[config.mk]
export PLATFORM = sky130hd
export DESIGN_NAME = ievt_ctrl
export DESIGN_NICKNAME = d
export VERILOG_FILES = /design/src/rtl/ievt_pkg.sv /design/src/rtl/ievt_wr_decode.sv /design/src/rtl/ievt_event_reg.sv /design/src/rtl/ievt_cfg_regs.sv /design/src/rtl/ievt_line_map.sv /design/src/rtl/ievt_ctrl.sv
export SDC_FILE = /design/constraint.sdc
export NUM_CORES = 1
export LEC_CHECK = 0
export BUFFER_PORTS_ARGS = -buffer_cell sky130_fd_sc_hd__clkbuf_2
export CORE_MARGIN = 2
export CORE_UTILIZATION = 47
export DETAILED_ROUTE_END_ITERATION = 12
export PLACE_DENSITY = 0.79
export SLEW_MARGIN = 5
export SYNTH_ARGS = -nofsm -noshare
export SYNTH_HDL_FRONTEND = slang
export SYNTH_SLANG_ARGS = --single-unit
[constraint.sdc]
create_clock -name clk -period 1.74 [get_ports clk]
set_input_delay 0.348 -clock clk [delete_from_list [all_inputs] [get_ports clk]]
set_output_delay 0.348 -clock clk [all_outputs]
set_load 0.03 [all_outputs]
[src/rtl/ievt_pkg.sv]
package ievt_pkg;

    localparam int EVT_W   = 32;
    localparam int N_LINES = 13;
    localparam int EVT_LO  = EVT_W - N_LINES;
    localparam int SEL_W   = 3;

    // event bit positions (absolute)
    localparam int B_HBEAT   = 31;
    localparam int B_RXBABL  = 30;
    localparam int B_TXBABL  = 29;
    localparam int B_GSTOP   = 28;
    localparam int B_TXFRM   = 27;
    localparam int B_TXBUF   = 26;
    localparam int B_RXFRM   = 25;
    localparam int B_RXBUF   = 24;
    localparam int B_MGMT    = 23;
    localparam int B_BUSERR  = 22;
    localparam int B_LATECOL = 21;
    localparam int B_RETRY   = 20;
    localparam int B_UNDER   = 19;

    localparam logic [EVT_W-1:0] IMPL_MASK = {{N_LINES{1'b1}}, {EVT_LO{1'b0}}};

    typedef enum logic [SEL_W-1:0] {
        SEL_EVT   = 3'd0,
        SEL_MASK  = 3'd1,
        SEL_CTRL  = 3'd2,
        SEL_MGMT  = 3'd3,
        SEL_TXCTL = 3'd4
    } reg_sel_e;

    typedef struct packed {
        logic evt_clr;
        logic mask_wr;
        logic ctrl_wr;
        logic mgmt_wr;
        logic txctl_wr;
        logic soft_rst;
        logic set_mgmt;
        logic set_gstop;
    } wr_dec_t;

    // absolute event bit driving interrupt line i
    function automatic int line_src(input int i);
        case (i)
            0:       return B_TXFRM;
            1:       return B_TXBUF;
            2:       return B_UNDER;
            3:       return B_RETRY;
            4:       return B_RXFRM;
            5:       return B_RXBUF;
            6:       return B_MGMT;
            7:       return B_LATECOL;
            8:       return B_HBEAT;
            9:       return B_GSTOP;
            10:      return B_BUSERR;
            11:      return B_TXBABL;
            default: return B_RXBABL;
        endcase
    endfunction

endpackage

[src/rtl/ievt_wr_decode.sv]
module ievt_wr_decode
    import ievt_pkg::*;
(
    input  logic             wr_en,
    input  logic [SEL_W-1:0] wr_sel,
    input  logic [1:0]       ctl_bits,
    output wr_dec_t          dec
);
    reg_sel_e sel;

    always_comb begin
        sel = reg_sel_e'(wr_sel);
        dec = '0;
        if (wr_en) begin
            unique case (sel)
                SEL_EVT:   dec.evt_clr  = 1'b1;
                SEL_MASK:  dec.mask_wr  = 1'b1;
                SEL_CTRL: begin
                    dec.ctrl_wr  = 1'b1;
                    dec.soft_rst = ctl_bits[0];
                end
                SEL_MGMT: begin
                    dec.mgmt_wr  = 1'b1;
                    dec.set_mgmt = 1'b1;
                end
                SEL_TXCTL: begin
                    dec.txctl_wr  = 1'b1;
                    dec.set_gstop = ctl_bits[0];
                end
                default: dec = '0;
            endcase
        end
    end

    always_comb begin
        assert_onehot_R12: assert ($onehot0({dec.evt_clr, dec.mask_wr, dec.ctrl_wr,
                                             dec.mgmt_wr, dec.txctl_wr}));
    end
endmodule

[src/rtl/ievt_event_reg.sv]
module ievt_event_reg
    import ievt_pkg::*;
(
    input  logic             clk,
    input  logic             rst,
    input  wr_dec_t          dec,
    input  logic [EVT_W-1:0] wr_data,
    input  logic [EVT_W-1:0] hw_evt,
    output logic [EVT_W-1:0] event_q
);
    logic [EVT_W-1:0] set_vec;
    logic [EVT_W-1:0] clr_vec;

    always_comb begin
        set_vec = hw_evt & IMPL_MASK;
        set_vec[B_MGMT]  = set_vec[B_MGMT]  | dec.set_mgmt;
        set_vec[B_GSTOP] = set_vec[B_GSTOP] | dec.set_gstop;
        clr_vec = dec.evt_clr ? wr_data : '0;
    end

    always_ff @(posedge clk) begin
        if (rst || dec.soft_rst) begin
            event_q <= '0;
        end else begin
            // set overrides clear so no event is lost
            event_q <= ((event_q & ~clr_vec) | set_vec) & IMPL_MASK;
        end
    end

    assert_lowbits_R2: assert property (@(posedge clk) disable iff (rst)
        event_q[EVT_LO-1:0] == '0);

    assert_set_wins_R4: assert property (@(posedge clk) disable iff (rst)
        (!dec.soft_rst && |(hw_evt & IMPL_MASK))
        |=> ((event_q & $past(hw_evt & IMPL_MASK)) == $past(hw_evt & IMPL_MASK)));

    assert_w1c_R3: assert property (@(posedge clk) disable iff (rst)
        (dec.evt_clr && (hw_evt & IMPL_MASK) == '0)
        |=> ((event_q & $past(wr_data)) == '0));

    assert_soft_rst_R10: assert property (@(posedge clk) disable iff (rst)
        dec.soft_rst |=> event_q == '0);
endmodule

[src/rtl/ievt_cfg_regs.sv]
module ievt_cfg_regs
    import ievt_pkg::*;
(
    input  logic             clk,
    input  logic             rst,
    input  wr_dec_t          dec,
    input  logic [EVT_W-1:0] wr_data,
    input  logic             rx_arm,
    output logic [EVT_W-1:0] mask_q,
    output logic [EVT_W-1:0] mgmt_q,
    output logic [EVT_W-1:0] txctl_q,
    output logic             ctrl_en,
    output logic             rx_active
);
    always_ff @(posedge clk) begin
        if (rst || dec.soft_rst) begin
            mask_q    <= '0;
            mgmt_q    <= '0;
            txctl_q   <= '0;
            ctrl_en   <= 1'b0;
            rx_active <= 1'b0;
        end else begin
            if (dec.mask_wr)  mask_q  <= wr_data;
            if (dec.mgmt_wr)  mgmt_q  <= wr_data;
            if (dec.txctl_wr) txctl_q <= wr_data;
            if (dec.ctrl_wr)  ctrl_en <= wr_data[1];
            if (dec.ctrl_wr && !wr_data[1]) begin
                rx_active <= 1'b0;
            end else if (rx_arm && ctrl_en) begin
                rx_active <= 1'b1;
            end
        end
    end

    assert_rx_gate_R11: assert property (@(posedge clk) disable iff (rst)
        $rose(rx_active) |-> $past(ctrl_en));

    assert_soft_rst_cfg_R10: assert property (@(posedge clk) disable iff (rst)
        dec.soft_rst |=> (mask_q == '0 && !ctrl_en && !rx_active));

    assert_mask_load_R7: assert property (@(posedge clk) disable iff (rst)
        dec.mask_wr |=> mask_q == $past(wr_data));
endmodule

[src/rtl/ievt_line_map.sv]
module ievt_line_map
    import ievt_pkg::*;
(
    input  logic               clk,
    input  logic               rst,
    input  logic [N_LINES-1:0] ev_hi,
    input  logic [N_LINES-1:0] mask_hi,
    output logic [N_LINES-1:0] irq
);
    logic [N_LINES-1:0] active;

    assign active = ev_hi & mask_hi;

    for (genvar i = 0; i < N_LINES; i++) begin : g_line
        localparam int SRC = line_src(i) - EVT_LO;
        always_ff @(posedge clk) begin
            if (rst) irq[i] <= 1'b0;
            else     irq[i] <= active[SRC];
        end
    end

    assert_mgmt_line_R5: assert property (@(posedge clk) disable iff (rst)
        irq[6] |-> $past(ev_hi[B_MGMT - EVT_LO] && mask_hi[B_MGMT - EVT_LO]));

    assert_masked_quiet_R6: assert property (@(posedge clk) disable iff (rst)
        (mask_hi == '0) |=> irq == '0);
endmodule

[src/rtl/ievt_ctrl.sv]
module ievt_ctrl
    import ievt_pkg::*;
(
    input  logic         clk,
    input  logic         rst,
    input  logic         wr_en,
    input  logic [2:0]   wr_sel,
    input  logic [31:0]  wr_data,
    input  logic [31:0]  hw_evt,
    input  logic         rx_arm,
    output logic [12:0]  irq,
    output logic [31:0]  event_q,
    output logic [31:0]  mask_q,
    output logic [31:0]  mgmt_q,
    output logic [31:0]  txctl_q,
    output logic         ctrl_en,
    output logic         rx_active
);
    wr_dec_t dec;

    ievt_wr_decode u_dec (
        .wr_en    (wr_en),
        .wr_sel   (wr_sel),
        .ctl_bits (wr_data[1:0]),
        .dec      (dec)
    );

    ievt_event_reg u_evt (
        .clk     (clk),
        .rst     (rst),
        .dec     (dec),
        .wr_data (wr_data),
        .hw_evt  (hw_evt),
        .event_q (event_q)
    );

    ievt_cfg_regs u_cfg (
        .clk       (clk),
        .rst       (rst),
        .dec       (dec),
        .wr_data   (wr_data),
        .rx_arm    (rx_arm),
        .mask_q    (mask_q),
        .mgmt_q    (mgmt_q),
        .txctl_q   (txctl_q),
        .ctrl_en   (ctrl_en),
        .rx_active (rx_active)
    );

    ievt_line_map u_map (
        .clk     (clk),
        .rst     (rst),
        .ev_hi   (event_q[EVT_W-1:EVT_LO]),
        .mask_hi (mask_q[EVT_W-1:EVT_LO]),
        .irq     (irq)
    );

    assert_mgmt_evt_R8: assert property (@(posedge clk) disable iff (rst)
        (wr_en && wr_sel == 3'd3) |=> event_q[B_MGMT]);

    assert_gstop_evt_R9: assert property (@(posedge clk) disable iff (rst)
        (wr_en && wr_sel == 3'd4 && wr_data[0]) |=> event_q[B_GSTOP]);

    assert_reset_R1: assert property (@(posedge clk)
        rst |=> (irq == '0 && event_q == '0 && mask_q == '0 && !rx_active));
endmodule

**Yosys cells after proc, flatten, opt, wreduce, memory -nomap -nowiden**

Cells that the tools add are included.

- Input port bits: 71
- Bits in writable memories: 0
- Bits in latches: 0
- Memory bits (read-only): 0
- Memories kept: 0
- Register bits: 143
- Output and inout bits: 143

- Divide/modulo/power cells: 0
- Reduce and logical (&&, ||, !) cells: 6
- Add/subtract/negate cells: 0
- Shift operators: 0
- Muxes and demuxes: 9
- Equal/unequal tests: 4
- Bitwise operators: 6
- Multipliers: 0
- $lt $le $gt $ge: 0

Operators by type and width:

| cell | count |
|---|---|
| $and A32 B32 Y32 | 1 |
| $mux W32 | 1 |
| $not A32 Y32 | 1 |
| $or A32 B32 Y32 | 1 |
| $and A13 B13 Y13 | 1 |
| $mux W8 | 1 |
| $mux W1 | 7 |
| $eq A3 B2 Y1 const B | 2 |
| $eq A3 B1 Y1 const B | 1 |
| $eq A3 B3 Y1 const B | 1 |
| $logic_not A3 Y1 | 1 |
| $logic_and A1 B1 Y1 | 2 |
| $or A1 B1 Y1 | 2 |
| $reduce_or A2 Y1 | 1 |
| $logic_not A1 Y1 | 1 |
| $logic_or A1 B1 Y1 | 1 |

**Longest topological paths before layout**

Gate-level depths: netlist of the first run.

- Depth after elaboration: 7
- Depth in mapped cells: 5
- Depth with buffers taken out: 3

**Modules after synthesis**

From an unflattened synthesis of the first run, not the netlist that was laid out.

- Cell total of the unflattened synthesis: 418
- Area total of the unflattened synthesis: 4561.9 µm²

By module, submodules not included:

| module | area an instance (µm²) | times used | seq. area each (µm²) | cells an instance |
|---|---|---|---|---|
| ievt_cfg_regs | 3453.3 | 1 | 1961.9 | 319 |
| ievt_event_reg | 638.1 | 1 | 260.2 | 62 |
| ievt_line_map | 389.1 | 1 | 260.2 | 27 |
| ievt_wr_decode | 81.3 | 1 | 0.0 | 10 |

**Least setup slack after synthesis of the first run**

OpenSTA, ideal clock, no wires.

- Path kind: input to register
- Start point: input wr_sel[1]
- End point: register u_evt.event_q[23]
- Path slack: 386 ps
- Buffers on the path: 1
- Cell stages on the path: 4
- Data arrival time: 1235 ps
- Cells stage by stage: or4b_4 > buf_6 > o21ai_1 > a21oi_2

- Longest elaborated chain between the ends: 7
- Elaborated cells between the ends (all ways): 13

Ends and longest elaborated chain:

| what | line | source |
|---|---|---|
| from (decl) | ievt_ctrl.sv:7 | `input logic [2:0] wr_sel,` |
| $logic_not A3 Y1 | ievt_wr_decode.sv:15 | `unique case (sel)` |
| $mux W1 | ievt_wr_decode.sv:15 |  |
| $mux W8 (*) | ievt_wr_decode.sv:14 | `if (wr_en) begin` |
| $mux W32 | ievt_event_reg.sv:18 | `clr_vec = dec.evt_clr ? wr_data : '0;` |
| $not A32 Y32 | ievt_event_reg.sv:26 | `event_q <= ((event_q & ~clr_vec) \| set_vec) & IMPL_MASK;` |
| $and A32 B32 Y32 | ievt_event_reg.sv:26 |  |
| $or A32 B32 Y32 | ievt_event_reg.sv:26 |  |
| to (signal assigned) | ievt_event_reg.sv:26 |  |
| to (decl) | ievt_event_reg.sv:9 | `output logic [EVT_W-1:0] event_q` |

Every way passes the cells marked *; elsewhere a longest branch is shown, timed or not.
A chain may end at the register's enable or synchronous reset.

**Worst setup path after layout of the first run**

- Start point: register u_evt.event_q[27]
- End point: output event_q[27]

RTL lines:

| what | line | source |
|---|---|---|
| to (decl) | ievt_ctrl.sv:12 | `output logic [31:0] event_q,` |

No word-level cell between the ends.

==> impl_metrics.json, run 1 <==
{
  "finalPower_w": 0.007261,
  "clk_path_buf_depth": 2,
  "synth-main-ff-cell": "dfxtp_1",
  "wl_per_cell_um": 14.47,
  "use_met3": 0.07357,
  "async_reset_ff_frac": 0,
  "coreArea_um2": 10230,
  "ctsHoldBuffers": 0,
  "status": "finished, final reports clean",
  "setup_violations": 0,
  "gp_congestion": 0.7795,
  "grt_util_met2": 0.3922,
  "path_cells": "clkbuf_2",
  "cts-resized-gates": 0,
  "layout_setup_ws_ps": 273.3,
  "firstDrtPassIters": 5,
  "leakage_nw": 2.719,
  "nFillCells": 870,
  "slowest_delay_ps": 380,
  "clkTransAtPathRegs_ps": 60,
  "p_sw_w": 0.001762,
  "htree_levels": 4,
  "fin_crit_ps": 1467,
  "clockPowerShare": 0.501,
  "use_met1": 0.2841,
  "grt_pass1_wl_um": 20470,
  "drt_iter0_markers": 160,
  "clockRootBuffer": "clkbuf_8",
  "drv_slew": 0,
  "n_antenna_cell": 0,
  "avgSynthCellArea_um2": 8.734,
  "route.detailed.drc": 0,
  "ys_warn_count": 0,
  "pwr-share-seq": 0.408,
  "crit_cells": 1,
  "io_pins": 214,
  "power.share.switching": 0.2426,
  "post_cts_buffers": 0,
  "crit_path_start_kind": "flip-flop",
  "ir_drop_v": 0.0006306,
  "start_util": 0.4780,
  "busiest_layer": "met2",
  "critPathBufInv": 1,
  "drive_gt1_frac": 0.4378,
  "fin_skew_ps": 4.536,
  "synth_cells": 560,
  "viasPerCell": 4.883,
  "period_share": 0.8429,
  "max_clock_freq_mhz": 681.8,
  "portBuffers": 175,
  "die_h_um": 106.0,
  "synthesis.area_um2": 4891,
  "whs_ps": 63.44,
  "hold_class": "input port to flip-flop",
  "required_ps": 1390,
  "critPathSlowestCell": "dfxtp_1",
  "routed_wl_um": 12780,
  "rsz0062_at_grt": "no",
  "seq_area_frac_synth": 0.5075,
  "yosysTopAreaCellShare": 0.5075,
  "num_rows": 37,
  "critPathArrivalTime_ps": 1120,
  "drv_cap": 0,
  "cp-end-kind": "output port",
  "grt_pass1_vias": 4143,
  "min_path_cells": 3,
  "place_ws_ps": 92.30,
  "powerDensity_nw_per_um2": 1129,
  "cp_max_fo": 3,
  "reg2reg_depth": 2,
  "die_area_um2": 11240,
  "ant_nets": 0,
  "cts_tree": "done",
  "dieWidth_um": 106.0,
  "synth.top_cells.by_area": "dfxtp_1 51%, a21oi_2 16%, nand2_1 16%",
  "grt_max_degree": 37,
  "dp_hpwl_um": 8979,
  "yosysTopAreaCell": "dfxtp_1",
  "cp_top_family": "flip-flops",
  "p_int_w": 0.005500,
  "finalSetupTns_ps": 0,
  "grt.total_usage": 0.2326,
  "cts.sinks": 124,
  "synth_cell_types": 25,
  "vias": 4312,
  "synth-seq-cells": 124,
  "hold_viol_final": 0,
  "overflow": 0,
  "syn_to_final_growth_pct": 31.52,
  "insertion_delay_ps": 510,
  "final_nets": 805,
  "crit_type": "flip-flop to output port",
  "antenna_found_initial": 0,
  "p_comb_frac": 0.091,
  "cts_made_buffers": 17,
  "synth_edf_count": 0
}
==> worst paths after layout <==
kind	from	end	slack, ps
worst min-delay path	hw_evt[30]	u_evt.event_q[30]	60
worst max-delay path	u_evt.event_q[27]	event_q[27]	270
worst min register to register	u_cfg.mask_q[20]	u_map.irq[3]	450
worst max register to register	u_evt.event_q[20]	u_evt.event_q[20]	1050
==> cell families (layout without fill, tap and decap cells) <==
group           count (synthesis)  in the layout  share of synthesized area
simple gates                  229            229                     0.1903
compound gates                125            125                     0.2036
flops                         124            124                     0.5075
buf+inv                        80            249                    0.09568
other cells                     1             19                  0.0007667
mux                             1              1                   0.002047
==> worst min-delay path, cell delays in order <==
cell and delay, ps:
clkbuf_2 80, inv_1 60, a21oi_2 40
==> per-layer routing <==
layer  share of wire  vias up  wire (µm)
met3           0.074        9        946
met2            0.49      166       6210
met5               0        -          0
li1                -     2094          -
met1            0.43     2043       5507
met4          0.0088        0        112
==> layout make-up <==
| class | instances | area [µm²] | area share |
|---|---|---|---|
| Sequential cell | 124 | 2482 | 0.3859 |
| Clock inverter | 11 | 166.4 | 0.02587 |
| Multi-Input combinational cell | 374 | 2026 | 0.3149 |
| Clock buffer | 21 | 449.2 | 0.06983 |
| Timing Repair Buffer | 193 | 1049 | 0.1630 |
| Tap cell | 136 | 170.2 | 0.02645 |
| Inverter | 24 | 90.09 | 0.01401 |
==> cell usage in the layout (no fill, tap or decap), types with 4 or more instances in the layout <==
master and count:
bufinv_16 4, inv_1 24, a21oi_1 21, conb_1 19
buf_4 15, clkbuf_2 175, o21ai_2 8, clkbuf_16 16
a21oi_2 90, dfxtp_1 124, nor2_1 14, nand2_1 204
==> power groups by stage <==
stage               clock network, W  logic, W  registers [W]
floorplan                          0  0.000338        0.00315
global placement                   0  0.000649        0.00302
detailed placement                 0  0.000662        0.00302
CTS                          0.00371  0.000665        0.00296
global route                 0.00384  0.000713        0.00297
finish                       0.00364  0.000663        0.00296
==> through the flow <==
step / cells / instance area (µm²) / utilization
final: 883 / 6432 / 0.6287
after global routing: 883 / 6432 / 0.6287
after CTS: 883 / 6432 / 0.6287
after detailed placement: 851 / 5817 / 0.5685
after global placement: 851 / 5817 / 0.5685
after floorplan: 578 / 4959 / -
==> state kept, by name, summed over array words and instances, names as in the netlist <==
signal	cells
u_cfg.txctl_q	32
u_cfg.mgmt_q	32
u_evt.event_q	13
u_cfg.ctrl_en	1
u_map.irq	13
u_cfg.mask_q	32
u_cfg.rx_active	1
==> synthesized netlist by cell type, types with 2 or more instances <==
library cell and count:
buf_4 19, o21ai_0 3, buf_2 11, inv_1 24, nand4bb_1 2, clkbuf_1 15
nor2_1 14, buf_6 11, a21oi_2 90, and4bb_2 2, nand2_1 204, o21ai_1 2
o21ai_2 8, dfxtp_1 124, a21oi_1 21
(Power assumes the default switching activity.)
==> run 2, diff against run 1 <==
--- a/config.mk
+++ b/config.mk
@@ -5,11 +5,12 @@
 export SDC_FILE = /design/constraint.sdc
 export NUM_CORES = 1
 export LEC_CHECK = 0
+export ABC_AREA = 1
 export BUFFER_PORTS_ARGS = -buffer_cell sky130_fd_sc_hd__clkbuf_2
 export CORE_MARGIN = 2
-export CORE_UTILIZATION = 47
+export CORE_UTILIZATION = 42
 export DETAILED_ROUTE_END_ITERATION = 12
-export PLACE_DENSITY = 0.79
+export PLACE_DENSITY = 0.76
 export SLEW_MARGIN = 5
 export SYNTH_ARGS = -nofsm -noshare
 export SYNTH_HDL_FRONTEND = slang
==> constraint.sdc (replaced) <==
create_clock -name clk -period 1.2 [get_ports clk]
set_input_delay 0.24 -clock clk [delete_from_list [all_inputs] [get_ports clk]]
set_output_delay 0.24 -clock clk [all_outputs]
set_load 0.03 [all_outputs]
==> impl_metrics.json, run 2 <==
{
  "status": "finished, violations left",
  "powerDensity_nw_per_um2": 1259,
  "num_rows": 38,
  "cts.sinks": 124,
  "dp_hpwl_um": 10350,
  "final_nets": 927,
  "place_area_um2": 5766,
  "grt_pass1_wl_um": 28270,
  "syn_to_final_growth_pct": 84.92,
  "cts_tree": "done",
  "fin_crit_ps": 1305,
  "io_pins": 214,
  "leakage_nw": 3.607,
  "dieWidth_um": 109.1,
  "synth-seq-cells": 124,
  "period_share": 1.087,
  "fin_area_um2": 8574,
  "slowest_delay_ps": 390,
  "coreArea_um2": 10790,
  "start_util": 0.4296,
  "clk_path_buf_depth": 2,
  "route.detailed.drc": 0,
  "cp_top_family": "flip-flops",
  "yosysMostFrequentCell": "dfxtp_1",
  "viasPerCell": 5.676,
  "crit_type": "flip-flop to output port",
  "wl_per_cell_um": 20.10,
  "rsz0062_at_grt": "yes",
  "firstDrtPassIters": 5,
  "cp-end-kind": "output port",
  "cp_max_fo": 1,
  "hold_class": "input port to flip-flop",
  "synth-main-ff-cell": "dfxtp_1",
  "ant_nets": 0,
  "grt_pass1_vias": 5563,
  "ys_top_cells_by_count": "124 x dfxtp_1, 120 x nand2_1, 111 x a21oi_1",
  "drv_cap": 0,
  "drt_iter0_markers": 542,
  "hold_viol_final": 0,
  "vias": 5721,
  "violations": "negative setup slack",
  "ir_drop_v": 0.001049,
  "critPathSlowestCell": "dfxtp_2",
  "path_cells": "buf_8",
  "n_antenna_cell": 0,
  "drv_slew": 0,
  "ys_warn_count": 0,
  "async_reset_ff_frac": 0,
  "whs_ps": 35.34,
  "synth.top_cells.by_area": "dfxtp_1 54%, a21oi_1 12%, nand2_1 9.7%",
  "htree_levels": 4,
  "nFillCells": 620,
  "avgSynthCellArea_um2": 8.092,
  "yosysTopAreaCell": "dfxtp_1",
  "yosysTopAreaCellShare": 0.5353,
  "cts_made_buffers": 17,
  "fin_skew_ps": 11.82,
  "antenna_found_initial": 0,
  "synthesis.area_um2": 4637,
  "insertion_delay_ps": 530,
  "synth_edf_count": 0,
  "layout.cells.non_filler": 1008,
  "setup_violations": 124,
  "max_clock_freq_mhz": 766.3,
  "critPathArrivalTime_ps": 1060,
  "routed_wl_um": 20270,
  "critPathBufInv": 1,
  "final_common_cell": "buf_8",
  "die_h_um": 109.1,
  "synth_cell_types": 15,
  "drive_gt1_frac": 0.5058,
  "clockRootBuffer": "clkbuf_8",
  "portBuffers": 175,
  "gp_congestion": 0.7866,
  "crit_path_start_kind": "flip-flop",
  "dp.cells": 875,
  "post-route-util": 0.7945,
  "layout_setup_ws_ps": -104.9,
  "finalPower_w": 0.01079,
  "synth_cells": 573,
  "clkTransAtPathRegs_ps": 60,
  "grt.total_usage": 0.3163,
  "die_area_um2": 11900,
  "reg_top3": "u_cfg.mask_q: 32 flops, u_cfg.mgmt_q: 32 flops, u_cfg.txctl_q: 32 flops",
  "final_cell_mix": "124 x buf_8, 120 x dfxtp_2, 119 x nand2_1",
  "seq_area_frac_synth": 0.5353,
  "grt_max_degree": 30,
  "required_ps": 960,
  "overflow": 0
}
-- run 2: changes by cell type in the layout (fill, tap and decap cells not counted), moves of 85 or more --
cell	delta
dfxtp_2	+120
a21oi_1	+90
nand2_1	-85
a21oi_2	-90
buf_8	+124
clkbuf_2	-124
dfxtp_1	-124
-- run 2: path summary, 6_finish.rpt --
check	slack [ps]	endpoint	start	cells after the start
worst min register to register	460	u_map.irq[8]	u_cfg.mask_q[31]	2
worst min-delay path	40	u_evt.event_q[28]	hw_evt[28]	5
worst max register to register	270	u_evt.event_q[27]	u_evt.event_q[27]	3
worst max-delay path	-100	irq[10]	u_map.irq[10]	1
-- run 2: kinds of logic (layout without fill, tap and decap cells) --
kind of cell           count (synthesis)  in the layout  share of synthesized area
AND/OR/NAND/NOR                      262            262                     0.2528
other                                  1             19                  0.0008087
AO/OA/AOI/OAI                        111            111                     0.1198
buffers and inverters                 75            352                    0.09120
flip-flops                           124            124                     0.5353
-- run 2: area by class of cell --
class | instances | area [µm²] | area share
inverter | 8 | 30.03 | 0.003502
multi-input combinational | 392 | 1819 | 0.2122
tap | 140 | 175.2 | 0.02043
sequential | 124 | 2648 | 0.3088
timing repair buffer | 313 | 3343 | 0.3899
clock buffer | 24 | 470.5 | 0.05487
clock inverter | 7 | 88.84 | 0.01036
-- run 2: repair_timing --
action | CTS | global route
setup endpoints to repair | 124 | 124
resized for setup | 372 | 128
endpoints found under the hold margin | 55 | 0
buffers inserted | 37 | 34
hold buffers | 31 | 0
-- run 2: routing by layer --
metal / track usage / wire (µm)
met1: 0.3181 / 6545
met2: 0.5705 / 10390
met3: 0.09803 / 1990
met4: 0.1868 / 1340
met5: 0 / 0
-- run 2: stage by stage --
step           setup slack [ps]  setup TNS, ps
2_1_floorplan             1.278              0
3_3_place_gp             -206.0         -13320
3_5_place_dp             -247.8         -16550
4_1_cts                  -97.08          -8594
5_1_grt                  -126.8          -9036
6_report                 -104.9          -4598
-- run 2: report_power, final --
group | switching, W | internal, W
clock | 0.00182 | 0.00310
combinational | 0.000865 | 0.000666
sequential | 0.000106 | 0.00424
total | 0.00279 | 0.00800
==> run 3, diff against run 2 <==
--- a/config.mk
+++ b/config.mk
@@ -10,6 +10,7 @@
 export CORE_MARGIN = 2
 export CORE_UTILIZATION = 42
 export DETAILED_ROUTE_END_ITERATION = 12
+export GPL_TIMING_DRIVEN = 0
 export PLACE_DENSITY = 0.76
 export SLEW_MARGIN = 5
 export SYNTH_ARGS = -nofsm -noshare
==> impl_metrics.json, run 3 (synthesized netlist as in run 2, its figures left out) <==
{
  "crit_path_start_kind": "flip-flop",
  "antenna_found_initial": 0,
  "path_cells": "buf_8",
  "max_clock_freq_mhz": 768.9,
  "worst_pin_slew_ps": 566.6,
  "grt_pass1_wl_um": 27010,
  "reg_top3": "u_cfg.mask_q: 32 flops, u_cfg.mgmt_q: 32 flops, u_cfg.txctl_q: 32 flops",
  "period_share": 1.084,
  "p_int_w": 0.008487,
  "clockPowerShare": 0.493,
  "cp_top_family": "flip-flops",
  "slowest_delay_ps": 390,
  "nFillCells": 704,
  "critPathArrivalTime_ps": 1060,
  "grt_pass1_vias": 5165,
  "dieWidth_um": 109.1,
  "io_pins": 214,
  "overflow": 0,
  "r2r-start": "u_cfg.mask_q[20]",
  "grt_max_degree": 17,
  "cts_tree": "done",
  "p_sw_w": 0.002909,
  "hold_viol_final": 0,
  "drv_cap": 0,
  "whs_endpoint": "u_cfg.mgmt_q[8]",
  "syn_to_final_growth_pct": 80.71,
  "status": "finished, violations left",
  "register_area_um2": 2648,
  "final_nets": 924,
  "fin_area_um2": 8379,
  "hold_class": "input port to flip-flop",
  "clk_path_buf_depth": 2,
  "coreArea_um2": 10790,
  "die_area_um2": 11900,
  "relSlewSlack": 0.6223,
  "reg2reg_depth": 4,
  "hp-start": "wr_data[8]",
  "num_rows": 38,
  "vias": 5411,
  "cp-end-kind": "output port",
  "drt_iter0_markers": 353,
  "drive_gt1_frac": 0.4983,
  "layout_setup_ws_ps": -100.5,
  "rsz0062_at_grt": "yes",
  "cts_made_buffers": 17,
  "reg2reg_slack_ps": 360,
  "firstDrtPassIters": 5,
  "setup_violations": 124,
  "grt.total_usage": 0.2995,
  "worstReg2RegEnd": "u_map.irq[3]",
  "critPathSlowestCell": "dfxtp_2",
  "start_util": 0.4296,
  "final_cell_mix": "124 x buf_8, 120 x nand2_1, 120 x dfxtp_2",
  "cts.sinks": 124,
  "dp.cells": 904,
  "cp_max_fo": 2,
  "drv_slew": 0,
  "insertion_delay_ps": 520,
  "clockRootBuffer": "clkbuf_8",
  "routed_wl_um": 18710,
  "htree_levels": 4,
  "gp_congestion": 0.8090,
  "clkTransAtPathRegs_ps": 60,
  "die_h_um": 109.1,
  "critPathBufInv": 1,
  "portBuffers": 173,
  "n_antenna_cell": 0,
  "multi_input_area_um2": 1807,
  "crit_cells": 1,
  "fin_crit_ps": 1301,
  "wl_per_cell_um": 18.61,
  "ant_nets": 0,
  "layout.cells.non_filler": 1005,
  "power.share.switching": 0.2553,
  "final_common_cell": "buf_8",
  "place_area_um2": 5748,
  "leakage_nw": 3.512,
  "dp_hpwl_um": 10420,
  "route.detailed.drc": 0,
  "ir_drop_v": 0.0007623,
  "required_ps": 960,
  "fin_skew_ps": 3.870,
  "viasPerCell": 5.384,
  "violations": "negative setup slack",
  "crit_type": "flip-flop to output port",
  "pwr-share-seq": 0.381,
  "p_comb_frac": 0.126,
  "min_path_cells": 3,
  "powerDensity_nw_per_um2": 1360
}
-- run 3: worst max path at each step --
stage                     start                 to  slack [ps]
4_1_cts        u_cfg.mask_q[29]         mask_q[29]         -90
3_5_place_dp          wr_sel[0]  u_cfg.txctl_q[16]        -520
6_report       u_cfg.mgmt_q[21]         mgmt_q[21]        -100
5_1_grt        u_cfg.mgmt_q[21]         mgmt_q[21]        -120
3_3_place_gp          wr_sel[0]  u_cfg.txctl_q[17]        -490
2_1_floorplan         wr_sel[0]  u_cfg.txctl_q[12]           1
-- run 3: stage by stage --
step           utilization  hold WS, ps  TNS [ps]  worst slack [ps]  power, W
3_5_place_dp        0.5326        444.4    -37460            -517.7  0.005426
5_1_grt             0.7764        8.947     -7190            -119.9   0.01170
3_3_place_gp        0.5326        437.9    -36580            -489.9  0.005426
2_1_floorplan            -        312.4         0             1.278  0.005043
6_report            0.7764        4.964     -4594            -100.5   0.01140
4_1_cts             0.7472     0.009770     -6278            -88.82   0.01125
-- run 3: timing repair --
item	CTS	global route
endpoints found under the hold margin	31	0
hold buffers	21	0
setup buffers	29	20
endpoints found under the setup margin	124	124
gates resized for setup	372	129
-- run 3: routing by layer --
layer  part of all wire  GRT usage
met2               0.52     0.5253
met3              0.091    0.08548
met1               0.36     0.3434
met4              0.030     0.1154
met5                  0          0
-- run 3: power groups by stage --
| stage | Combinational [W] | Clock (W) | Sequential (W) |
|---|---|---|---|
| floorplan | 0.000473 | 0 | 0.00457 |
| global placement | 0.00105 | 0 | 0.00438 |
| detailed placement | 0.00105 | 0 | 0.00438 |
| CTS | 0.00132 | 0.00562 | 0.00431 |
| global route | 0.00152 | 0.00584 | 0.00435 |
| finish | 0.00144 | 0.00562 | 0.00434 |
-- run 3: final cells by class --
cell class | instances | share of cell area
Timing Repair Buffer | 243 | 0.3204
Buffer | 67 | 0.04689
Clock inverter | 13 | 0.02553
Multi-Input combinational cell | 392 | 0.2156
Sequential cell | 124 | 0.3160
Clock buffer | 18 | 0.05107
Tap cell | 140 | 0.02090
Inverter | 8 | 0.003584
